[src/rtl/errtrap_pkg.sv]
package errtrap_pkg;

    localparam int CLS_W  = 3;
    localparam int OP_W   = 3;
    localparam int HINT_W = 2;
    localparam int STS_W  = 1 << CLS_W;
    localparam int CFG_W  = 19;

    // enable register field positions
    localparam int EN_CE    = 0;
    localparam int EN_NC    = 1;
    localparam int CFG_RSVD = 2;
    localparam int EN_FAST  = 3;
    localparam int FD_LO    = 4;
    localparam int FD_W     = 9;
    localparam int FD_EN    = FD_LO + FD_W;
    localparam int FT_LO    = FD_EN + 1;
    localparam int FT_W     = 4;
    localparam int FT_EN    = FT_LO + FT_W;

    typedef enum logic [CLS_W-1:0] {
        CL_EC_SOFT = 3'd0,
        CL_EC_UNC  = 3'd1,
        CL_BUS_UE  = 3'd2,
        CL_TAG_UE  = 3'd3,
        CL_BUS_TO  = 3'd4,
        CL_BUS_ERR = 3'd5,
        CL_HW_DATA = 3'd6,
        CL_HW_TAG  = 3'd7
    } err_class_e;

    typedef enum logic [OP_W-1:0] {
        OP_LOAD   = 3'd0,
        OP_IFETCH = 3'd1,
        OP_ATOMIC = 3'd2,
        OP_MERGE  = 3'd3,
        OP_WBACK  = 3'd4,
        OP_COPY   = 3'd5,
        OP_IVEC   = 3'd6,
        OP_RSVD   = 3'd7
    } err_op_e;

    typedef enum logic [2:0] {
        TK_NONE = 3'd0,
        TK_FAST = 3'd1,
        TK_IACC = 3'd2,
        TK_DACC = 3'd3,
        TK_DISR = 3'd4
    } trap_kind_e;

    typedef struct packed {
        trap_kind_e kind;
        logic       sev;
    } trap_req_t;

    typedef struct packed {
        logic [STS_W-1:0] sts;
        trap_kind_e       trap;
    } rtr_state_t;

endpackage

[src/rtl/errtrap_cfg.sv]
module errtrap_cfg
    import errtrap_pkg::*;
(
    input  logic             clk,
    input  logic             rst_n,
    input  logic             we,
    input  logic [CFG_W-1:0] wdata,
    output logic [CFG_W-1:0] cfg_q,
    output logic [FD_W-1:0]  data_ovr,
    output logic             data_ovr_vld,
    output logic [FT_W-1:0]  tag_ovr,
    output logic             tag_ovr_vld
);

    localparam logic [CFG_W-1:0] ONE_BIT  = {{(CFG_W-1){1'b0}}, 1'b1};
    localparam logic [CFG_W-1:0] CFG_MASK = ~(ONE_BIT << CFG_RSVD);

    logic [CFG_W-1:0] cfg_d;

    always_comb begin
        cfg_d = cfg_q;
        if (we) begin
            cfg_d = wdata & CFG_MASK;
        end
    end

    always_ff @(posedge clk or negedge rst_n) begin
        if (!rst_n) begin
            cfg_q <= '0;
        end else begin
            cfg_q <= cfg_d;
        end
    end

    always_comb begin
        data_ovr_vld = cfg_q[FD_EN];
        tag_ovr_vld  = cfg_q[FT_EN];
        data_ovr     = data_ovr_vld ? cfg_q[FD_LO +: FD_W] : '0;
        tag_ovr      = tag_ovr_vld  ? cfg_q[FT_LO +: FT_W] : '0;
    end


    tag_ovr_zero_chk: assert property (@(posedge clk) disable iff (!rst_n)
        !tag_ovr_vld |-> (tag_ovr == '0));

endmodule

[src/rtl/errtrap_classify.sv]
module errtrap_classify
    import errtrap_pkg::*;
(
    input  logic              vld,
    input  logic [CLS_W-1:0]  cls,
    input  logic [OP_W-1:0]   op,
    input  logic [HINT_W-1:0] hint,
    input  logic              en_ce,
    input  logic              en_nc,
    input  logic              en_fast,
    output trap_req_t         req,
    output logic [STS_W-1:0]  set_vec
);

    logic       local_read;
    trap_kind_e ue_kind;
    trap_kind_e hint_kind;

    always_comb begin
        local_read = (op == OP_LOAD) || (op == OP_IFETCH) || (op == OP_ATOMIC);
        case (hint)
            2'd0:    hint_kind = TK_IACC;
            2'd1:    hint_kind = TK_DACC;
            default: hint_kind = TK_DISR;
        endcase
        case (err_op_e'(op))
            OP_IFETCH:                  ue_kind = TK_IACC;
            OP_LOAD, OP_ATOMIC:         ue_kind = TK_DACC;
            OP_MERGE, OP_WBACK, OP_COPY: ue_kind = TK_DISR;
            OP_IVEC:                    ue_kind = hint_kind;
            default:                    ue_kind = TK_NONE;
        endcase
    end

    always_comb begin
        req.kind = TK_NONE;
        req.sev  = 1'b0;
        set_vec  = '0;
        if (vld) begin
            set_vec[cls] = 1'b1;
            case (err_class_e'(cls))
                CL_EC_SOFT, CL_EC_UNC: begin
                    if (en_fast && local_read) begin
                        req.kind = TK_FAST;
                        req.sev  = 1'b1;
                    end
                end
                CL_BUS_UE, CL_TAG_UE, CL_BUS_TO, CL_BUS_ERR: begin
                    if (en_nc && (ue_kind != TK_NONE)) begin
                        req.kind = ue_kind;
                        req.sev  = 1'b1;
                    end
                end
                default: begin
                    if (en_ce) begin
                        req.kind = TK_DISR;
                        req.sev  = 1'b0;
                    end
                end
            endcase
        end
    end

endmodule

[src/rtl/errtrap_arbiter.sv]
module errtrap_arbiter
    import errtrap_pkg::*;
#(
    parameter int NCH = 2
) (
    input  trap_req_t  req [NCH],
    output trap_kind_e win
);

    logic best_sev;

    // walk from the highest channel down so that the lowest index
    // takes a tie of equal severity
    always_comb begin
        win      = TK_NONE;
        best_sev = 1'b0;
        for (int i = NCH - 1; i >= 0; i--) begin
            if ((req[i].kind != TK_NONE) &&
                ((win == TK_NONE) || (req[i].sev >= best_sev))) begin
                win      = req[i].kind;
                best_sev = req[i].sev;
            end
        end
    end

endmodule

[src/rtl/errtrap_router.sv]
module errtrap_router
    import errtrap_pkg::*;
#(
    parameter int NCH = 2
) (
    input  logic                           clk,
    input  logic                           rst_n,
    input  logic [NCH-1:0]                 ev_vld,
    input  logic [NCH-1:0][CLS_W-1:0]      ev_cls,
    input  logic [NCH-1:0][OP_W-1:0]       ev_op,
    input  logic [NCH-1:0][HINT_W-1:0]     ev_hint,
    input  logic                           cfg_we,
    input  logic [CFG_W-1:0]               cfg_wdata,
    input  logic                           sts_clr_we,
    input  logic [STS_W-1:0]               sts_clr_mask,
    output logic [CFG_W-1:0]               cfg_rd,
    output logic [STS_W-1:0]               sts_rd,
    output logic                           trap_fast,
    output logic                           trap_iacc,
    output logic                           trap_dacc,
    output logic                           trap_disr,
    output logic [FD_W-1:0]                ecc_data_ovr,
    output logic                           ecc_data_ovr_vld,
    output logic [FT_W-1:0]                ecc_tag_ovr,
    output logic                           ecc_tag_ovr_vld
);

    rtr_state_t       st_d, st_q;
    trap_req_t        ch_req [NCH];
    logic [STS_W-1:0] ch_set [NCH];
    logic [STS_W-1:0] set_all;
    trap_kind_e       win_kind;

    errtrap_cfg i_cfg (
        .clk          (clk),
        .rst_n        (rst_n),
        .we           (cfg_we),
        .wdata        (cfg_wdata),
        .cfg_q        (cfg_rd),
        .data_ovr     (ecc_data_ovr),
        .data_ovr_vld (ecc_data_ovr_vld),
        .tag_ovr      (ecc_tag_ovr),
        .tag_ovr_vld  (ecc_tag_ovr_vld)
    );

    for (genvar c = 0; c < NCH; c++) begin : g_ch
        errtrap_classify i_cls (
            .vld     (ev_vld[c]),
            .cls     (ev_cls[c]),
            .op      (ev_op[c]),
            .hint    (ev_hint[c]),
            .en_ce   (cfg_rd[EN_CE]),
            .en_nc   (cfg_rd[EN_NC]),
            .en_fast (cfg_rd[EN_FAST]),
            .req     (ch_req[c]),
            .set_vec (ch_set[c])
        );
    end

    errtrap_arbiter #(.NCH(NCH)) i_arb (
        .req (ch_req),
        .win (win_kind)
    );

    always_comb begin
        set_all = '0;
        for (int c = 0; c < NCH; c++) begin
            set_all = set_all | ch_set[c];
        end
    end

    always_comb begin
        st_d      = st_q;
        if (sts_clr_we) begin
            st_d.sts = st_q.sts & ~sts_clr_mask;
        end
        st_d.sts  = st_d.sts | set_all;
        st_d.trap = win_kind;
    end

    always_ff @(posedge clk or negedge rst_n) begin
        if (!rst_n) begin
            st_q <= '{sts: '0, trap: TK_NONE};
        end else begin
            st_q <= st_d;
        end
    end

    assign sts_rd    = st_q.sts;
    assign trap_fast = (st_q.trap == TK_FAST);
    assign trap_iacc = (st_q.trap == TK_IACC);
    assign trap_dacc = (st_q.trap == TK_DACC);
    assign trap_disr = (st_q.trap == TK_DISR);


    fast_needs_enable_chk: assert property (@(posedge clk) disable iff (!rst_n)
        trap_fast |-> $past(cfg_rd[EN_FAST]));


    access_needs_enable_chk: assert property (@(posedge clk) disable iff (!rst_n)
        (trap_iacc || trap_dacc) |-> $past(cfg_rd[EN_NC]));


    disr_needs_enable_chk: assert property (@(posedge clk) disable iff (!rst_n)
        trap_disr |-> $past(cfg_rd[EN_NC] || cfg_rd[EN_CE]));


    no_spurious_trap_chk: assert property (@(posedge clk) disable iff (!rst_n)
        (trap_fast || trap_iacc || trap_dacc || trap_disr) |-> $past(|ev_vld));

    for (genvar i = 0; i < STS_W; i++) begin : g_sts_chk

        sticky_clear_chk: assert property (@(posedge clk) disable iff (!rst_n)
            $fell(sts_rd[i]) |-> $past(sts_clr_we && sts_clr_mask[i]));
        for (genvar c = 0; c < NCH; c++) begin : g_log

            event_logged_chk: assert property (@(posedge clk) disable iff (!rst_n)
                (ev_vld[c] && (ev_cls[c] == CLS_W'(i))) |=> sts_rd[i]);
        end
    end

endmodule

[config.mk]
export PLATFORM = sky130hd
export DESIGN_NAME = errtrap_router
export DESIGN_NICKNAME = d
export VERILOG_FILES = /design/src/rtl/errtrap_pkg.sv /design/src/rtl/errtrap_cfg.sv /design/src/rtl/errtrap_classify.sv /design/src/rtl/errtrap_arbiter.sv /design/src/rtl/errtrap_router.sv
export SDC_FILE = /design/constraint.sdc
export NUM_CORES = 1
export LEC_CHECK = 0
export ABC_AREA = 0
export CORE_MARGIN = 3
export CORE_UTILIZATION = 39
export CTS_CLUSTER_DIAMETER = 120
export DETAILED_ROUTE_END_ITERATION = 10
export GPL_ROUTABILITY_DRIVEN = 0
export HOLD_SLACK_MARGIN = 0.1
export PLACE_DENSITY = 0.77
export SLEW_MARGIN = 20
export SYNTH_ARGS = -nofsm -noshare
export SYNTH_HDL_FRONTEND = slang
export SYNTH_SLANG_ARGS = --single-unit
[constraint.sdc]
create_clock -name clk -period 1.7 [get_ports clk]
set_clock_uncertainty 0.1 [all_clocks]
set_input_delay 0.34 -clock clk [delete_from_list [all_inputs] [get_ports clk]]
set_output_delay 0.34 -clock clk [all_outputs]
set_load 0.03 [all_outputs]
==> results.sh <==
export IMPL_cts_made_buffers=5
export IMPL_register_area_um2=726
export IMPL_netlist_area_leader_share_pct=42.8
export IMPL_ys_seq_area_share_pct=42.8
export IMPL_post_drt_wl_per_cell_um=14.7
export IMPL_leakagePower_nw=1.28
export IMPL_synth_distinct_cells=37
export IMPL_synth_top_family_by_area="simple AND/OR/NAND/NOR gates"
export IMPL_period_needed_ns=1.70
export IMPL_reg2reg_to="st_q[2]$_DFF_PN0_"
export IMPL_tns_ns=-0.00108
export IMPL_yosys_area_share_adder_pct=0
export IMPL_max_freq_mhz=588
export IMPL_multiInputGateArea_um2=872
export IMPL_antenna_cells_inserted=0
export IMPL_die_area_um2=5180
export IMPL_via_per_inst=4.94
export IMPL_fin_crit_sh_pct=100
export IMPL_clk_latency_ns=0.29
export IMPL_final_nets=325
export IMPL_placed_area_um2=2680
export IMPL_crit_chain="clkdlybuf4s50_1 > or3b_4 > nor3_2 > a21oi_1 > a31oi_2 > o22ai_1"
export IMPL_synth_area_um2=1700
export IMPL_vdd_drop_max_uv=786
export IMPL_grt_pass1_wl_mm=7.37
export IMPL_ant_nets=0
export IMPL_final_cells=327
export IMPL_hold_violations=0
export IMPL_cts_tree="built"
export IMPL_firstDrtPassIters=4
export IMPL_num_io_pins=95
export IMPL_synthCells=174
export IMPL_critPathArrivalTime_ns=1.76
export IMPL_port_buffers=92
export IMPL_setup_viol=1
export IMPL_power_density_nw_per_um2=847
export IMPL_hold_buffers=0
export IMPL_place_inst=319
export IMPL_r2r_slack_ns=0.08
export IMPL_yosys_area_share_simple_pct=24.0
export IMPL_grt_overflow_total=0
export IMPL_failed_checks="setup timing"
export IMPL_place_hpwl_mm=3.76
export IMPL_htreeDepth=2
export IMPL_grt_max_degree=19
export IMPL_fp_dieH_um=72.0
export IMPL_syn_avg_cell_area_um2=9.75
export IMPL_cp_start_kind="primary input"
export IMPL_drtIter0Drc=80
export IMPL_max_stage_delay_ns=0.43
export IMPL_core_region_area_um2=4090
export IMPL_die_x_um=72.0
export IMPL_ff2ff_path_depth=5
export IMPL_critical_path_class="primary input to register"
export IMPL_ys_seq_elements=29
export IMPL_crit_path_max_fanout=2
export IMPL_drc_errors=0
export IMPL_synth_nets=223
export IMPL_synthMuxAreaShare_pct=11.9
export IMPL_setup_slack_ns=-0.00108
export IMPL_synth_top_area_cell="dfrtp_1"
export IMPL_hold_class="primary input to asynchronous set/reset pin"
export IMPL_fin_area_um2=2790
export IMPL_drv_cap=0
export IMPL_grt_util_all_layers_pct=18.5
export IMPL_timing_rr_start="i_cfg.cfg_q[3]$_DFFE_PN0P_"
export IMPL_final_cell_mix="46 x clkdlybuf4s50_1, 36 x buf_4, 29 x dfrtp_1"
export IMPL_synthTopCellsByArea="dfrtp_1 43%, mux2_1 12%, buf_4 6.2%"
export IMPL_grt_pass1_vias=1662
export IMPL_initial_core_util_pct=41.5
export IMPL_n_fill_cell=360
export IMPL_antenna_found_initial=0
export IMPL_rows=23
export IMPL_final_common_cell="clkdlybuf4s50_1"
export IMPL_syn2layout_area_growth_pct=64.6
export IMPL_vias=1617
export IMPL_cts_sinks=29
export IMPL_final_core_util_pct=68.3
export IMPL_clkTransAtPathRegs_ns=0.07
export IMPL_critPathCaptureType="register"
export IMPL_final_max_slew_violation_count=0
export IMPL_synth_compound_area_share_pct=12.0
export IMPL_critPathRequiredTime_ns=1.76
export IMPL_cts_path_max_buffers=2
export IMPL_slowest_stage="or3b_4"
export IMPL_yosysWarnings=0
export IMPL_synth_xor_area_share_pct=0.516
export IMPL_wl_mm=4.80
export IMPL_drive_above_1_share_pct=21.3
export IMPL_cts_root_buf="clkbuf_8"
export IMPL_status="finished, violations left"
-- registers in the layout, summed over array words and instances, names as in the netlist --
register,cells
i_cfg.cfg_q,18
sts_rd,8
st_q,3
-- where the power goes --
part / total (W) / internal (W) / switching [W]
clock: 0.000755 / 0.000477 / 0.000277
sequential: 0.000822 / 0.000767 / 0.0000549
combinational: 0.000790 / 0.000348 / 0.000442
total: 0.00237 / 0.00159 / 0.000774
-- kinds of logic (layout without fill, tap and decap cells) --
group                  Yosys count  count (layout)
other                            1               1
multiplexers                    18              18
AO/OA/AOI/OAI                   27              27
AND/OR/NAND/NOR                 76              76
XOR/XNOR                         1               1
flip-flops                      29              29
buffers and inverters           22             125
-- Yosys cell counts --
library cell	n
buf_6	1
a21oi_1	4
a22oi_1	3
o31ai_1	1
buf_4	14
o31ai_2	1
and2b_1	3
and2_1	14
a32oi_1	4
a31o_1	1
and3_1	1
nor3_1	1
a31oi_2	1
conb_1	1
nor2_1	3
nand4b_1	1
o32ai_1	1
or3b_4	1
nand2b_1	4
o21ai_0	3
inv_1	2
dfrtp_1	29
nor2b_1	4
o21a_1	1
buf_2	1
a211oi_2	1
o21ai_1	2
mux2_1	18
o22ai_1	3
xnor2_1	1
o211ai_2	1
nand3_1	9
nand4_1	2
and3b_1	1
nor3b_1	5
nand2_1	27
clkbuf_1	4
-- routing by layer --
metal,wire (um),GRT usage (%),part of all wire [%]
met4,66,7.93,1.4
met2,2130,27.6,44
met3,571,9.42,12
met1,2030,22.6,42
met5,0,0,0
-- stage by stage --
| stage | total power, W | hold slack (ns) | setup slack (ns) |
|---|---|---|---|
| floorplan | 0.00130 | -0.0556 | 0.0563 |
| global placement | 0.00167 | 0.381 | -0.324 |
| detailed placement | 0.00168 | 0.387 | -0.353 |
| CTS | 0.00238 | 0.290 | 0.0232 |
| global route | 0.00246 | 0.317 | -0.0344 |
| finish | 0.00237 | 0.289 | -0.00108 |
-- critical path, delay by kind of cell --
family / cells / cell delay, ns
AO/OA/AOI/OAI: 3 / 0.35
buffers and inverters: 1 / 0.42
AND/OR/NAND/NOR: 2 / 0.63
-- worst max-delay path by stage --
stage / start / to
6_report: ev_cls[2] / st_q[2]$_DFF_PN0_
5_1_grt: ev_cls[2] / st_q[2]$_DFF_PN0_
4_1_cts: i_cfg.cfg_q[18]$_DFFE_PN0P_ / ecc_tag_ovr[1]
3_5_place_dp: ev_cls[1] / st_q[2]$_DFF_PN0_
3_3_place_gp: ev_cls[1] / st_q[2]$_DFF_PN0_
2_1_floorplan: ev_cls[2] / st_q[2]$_DFF_PN0_
-- layout make-up --
cell class                 count  area share (%)
timing repair buffer         115            36.1
multi-input combinational    123            31.2
sequential                    29            26.0
clock buffer                   7            3.09
tap                           50            2.24
clock inverter                 1            1.08
inverter                       2           0.269
-- what timing repair did --
action | in CTS | in global routing
endpoints found under the setup margin | 34 | 6
setup buffers | 0 | 0
gates resized for setup | 39 | 11
pin swaps | 3 | 1
Power figures use the tool's default switching activity.
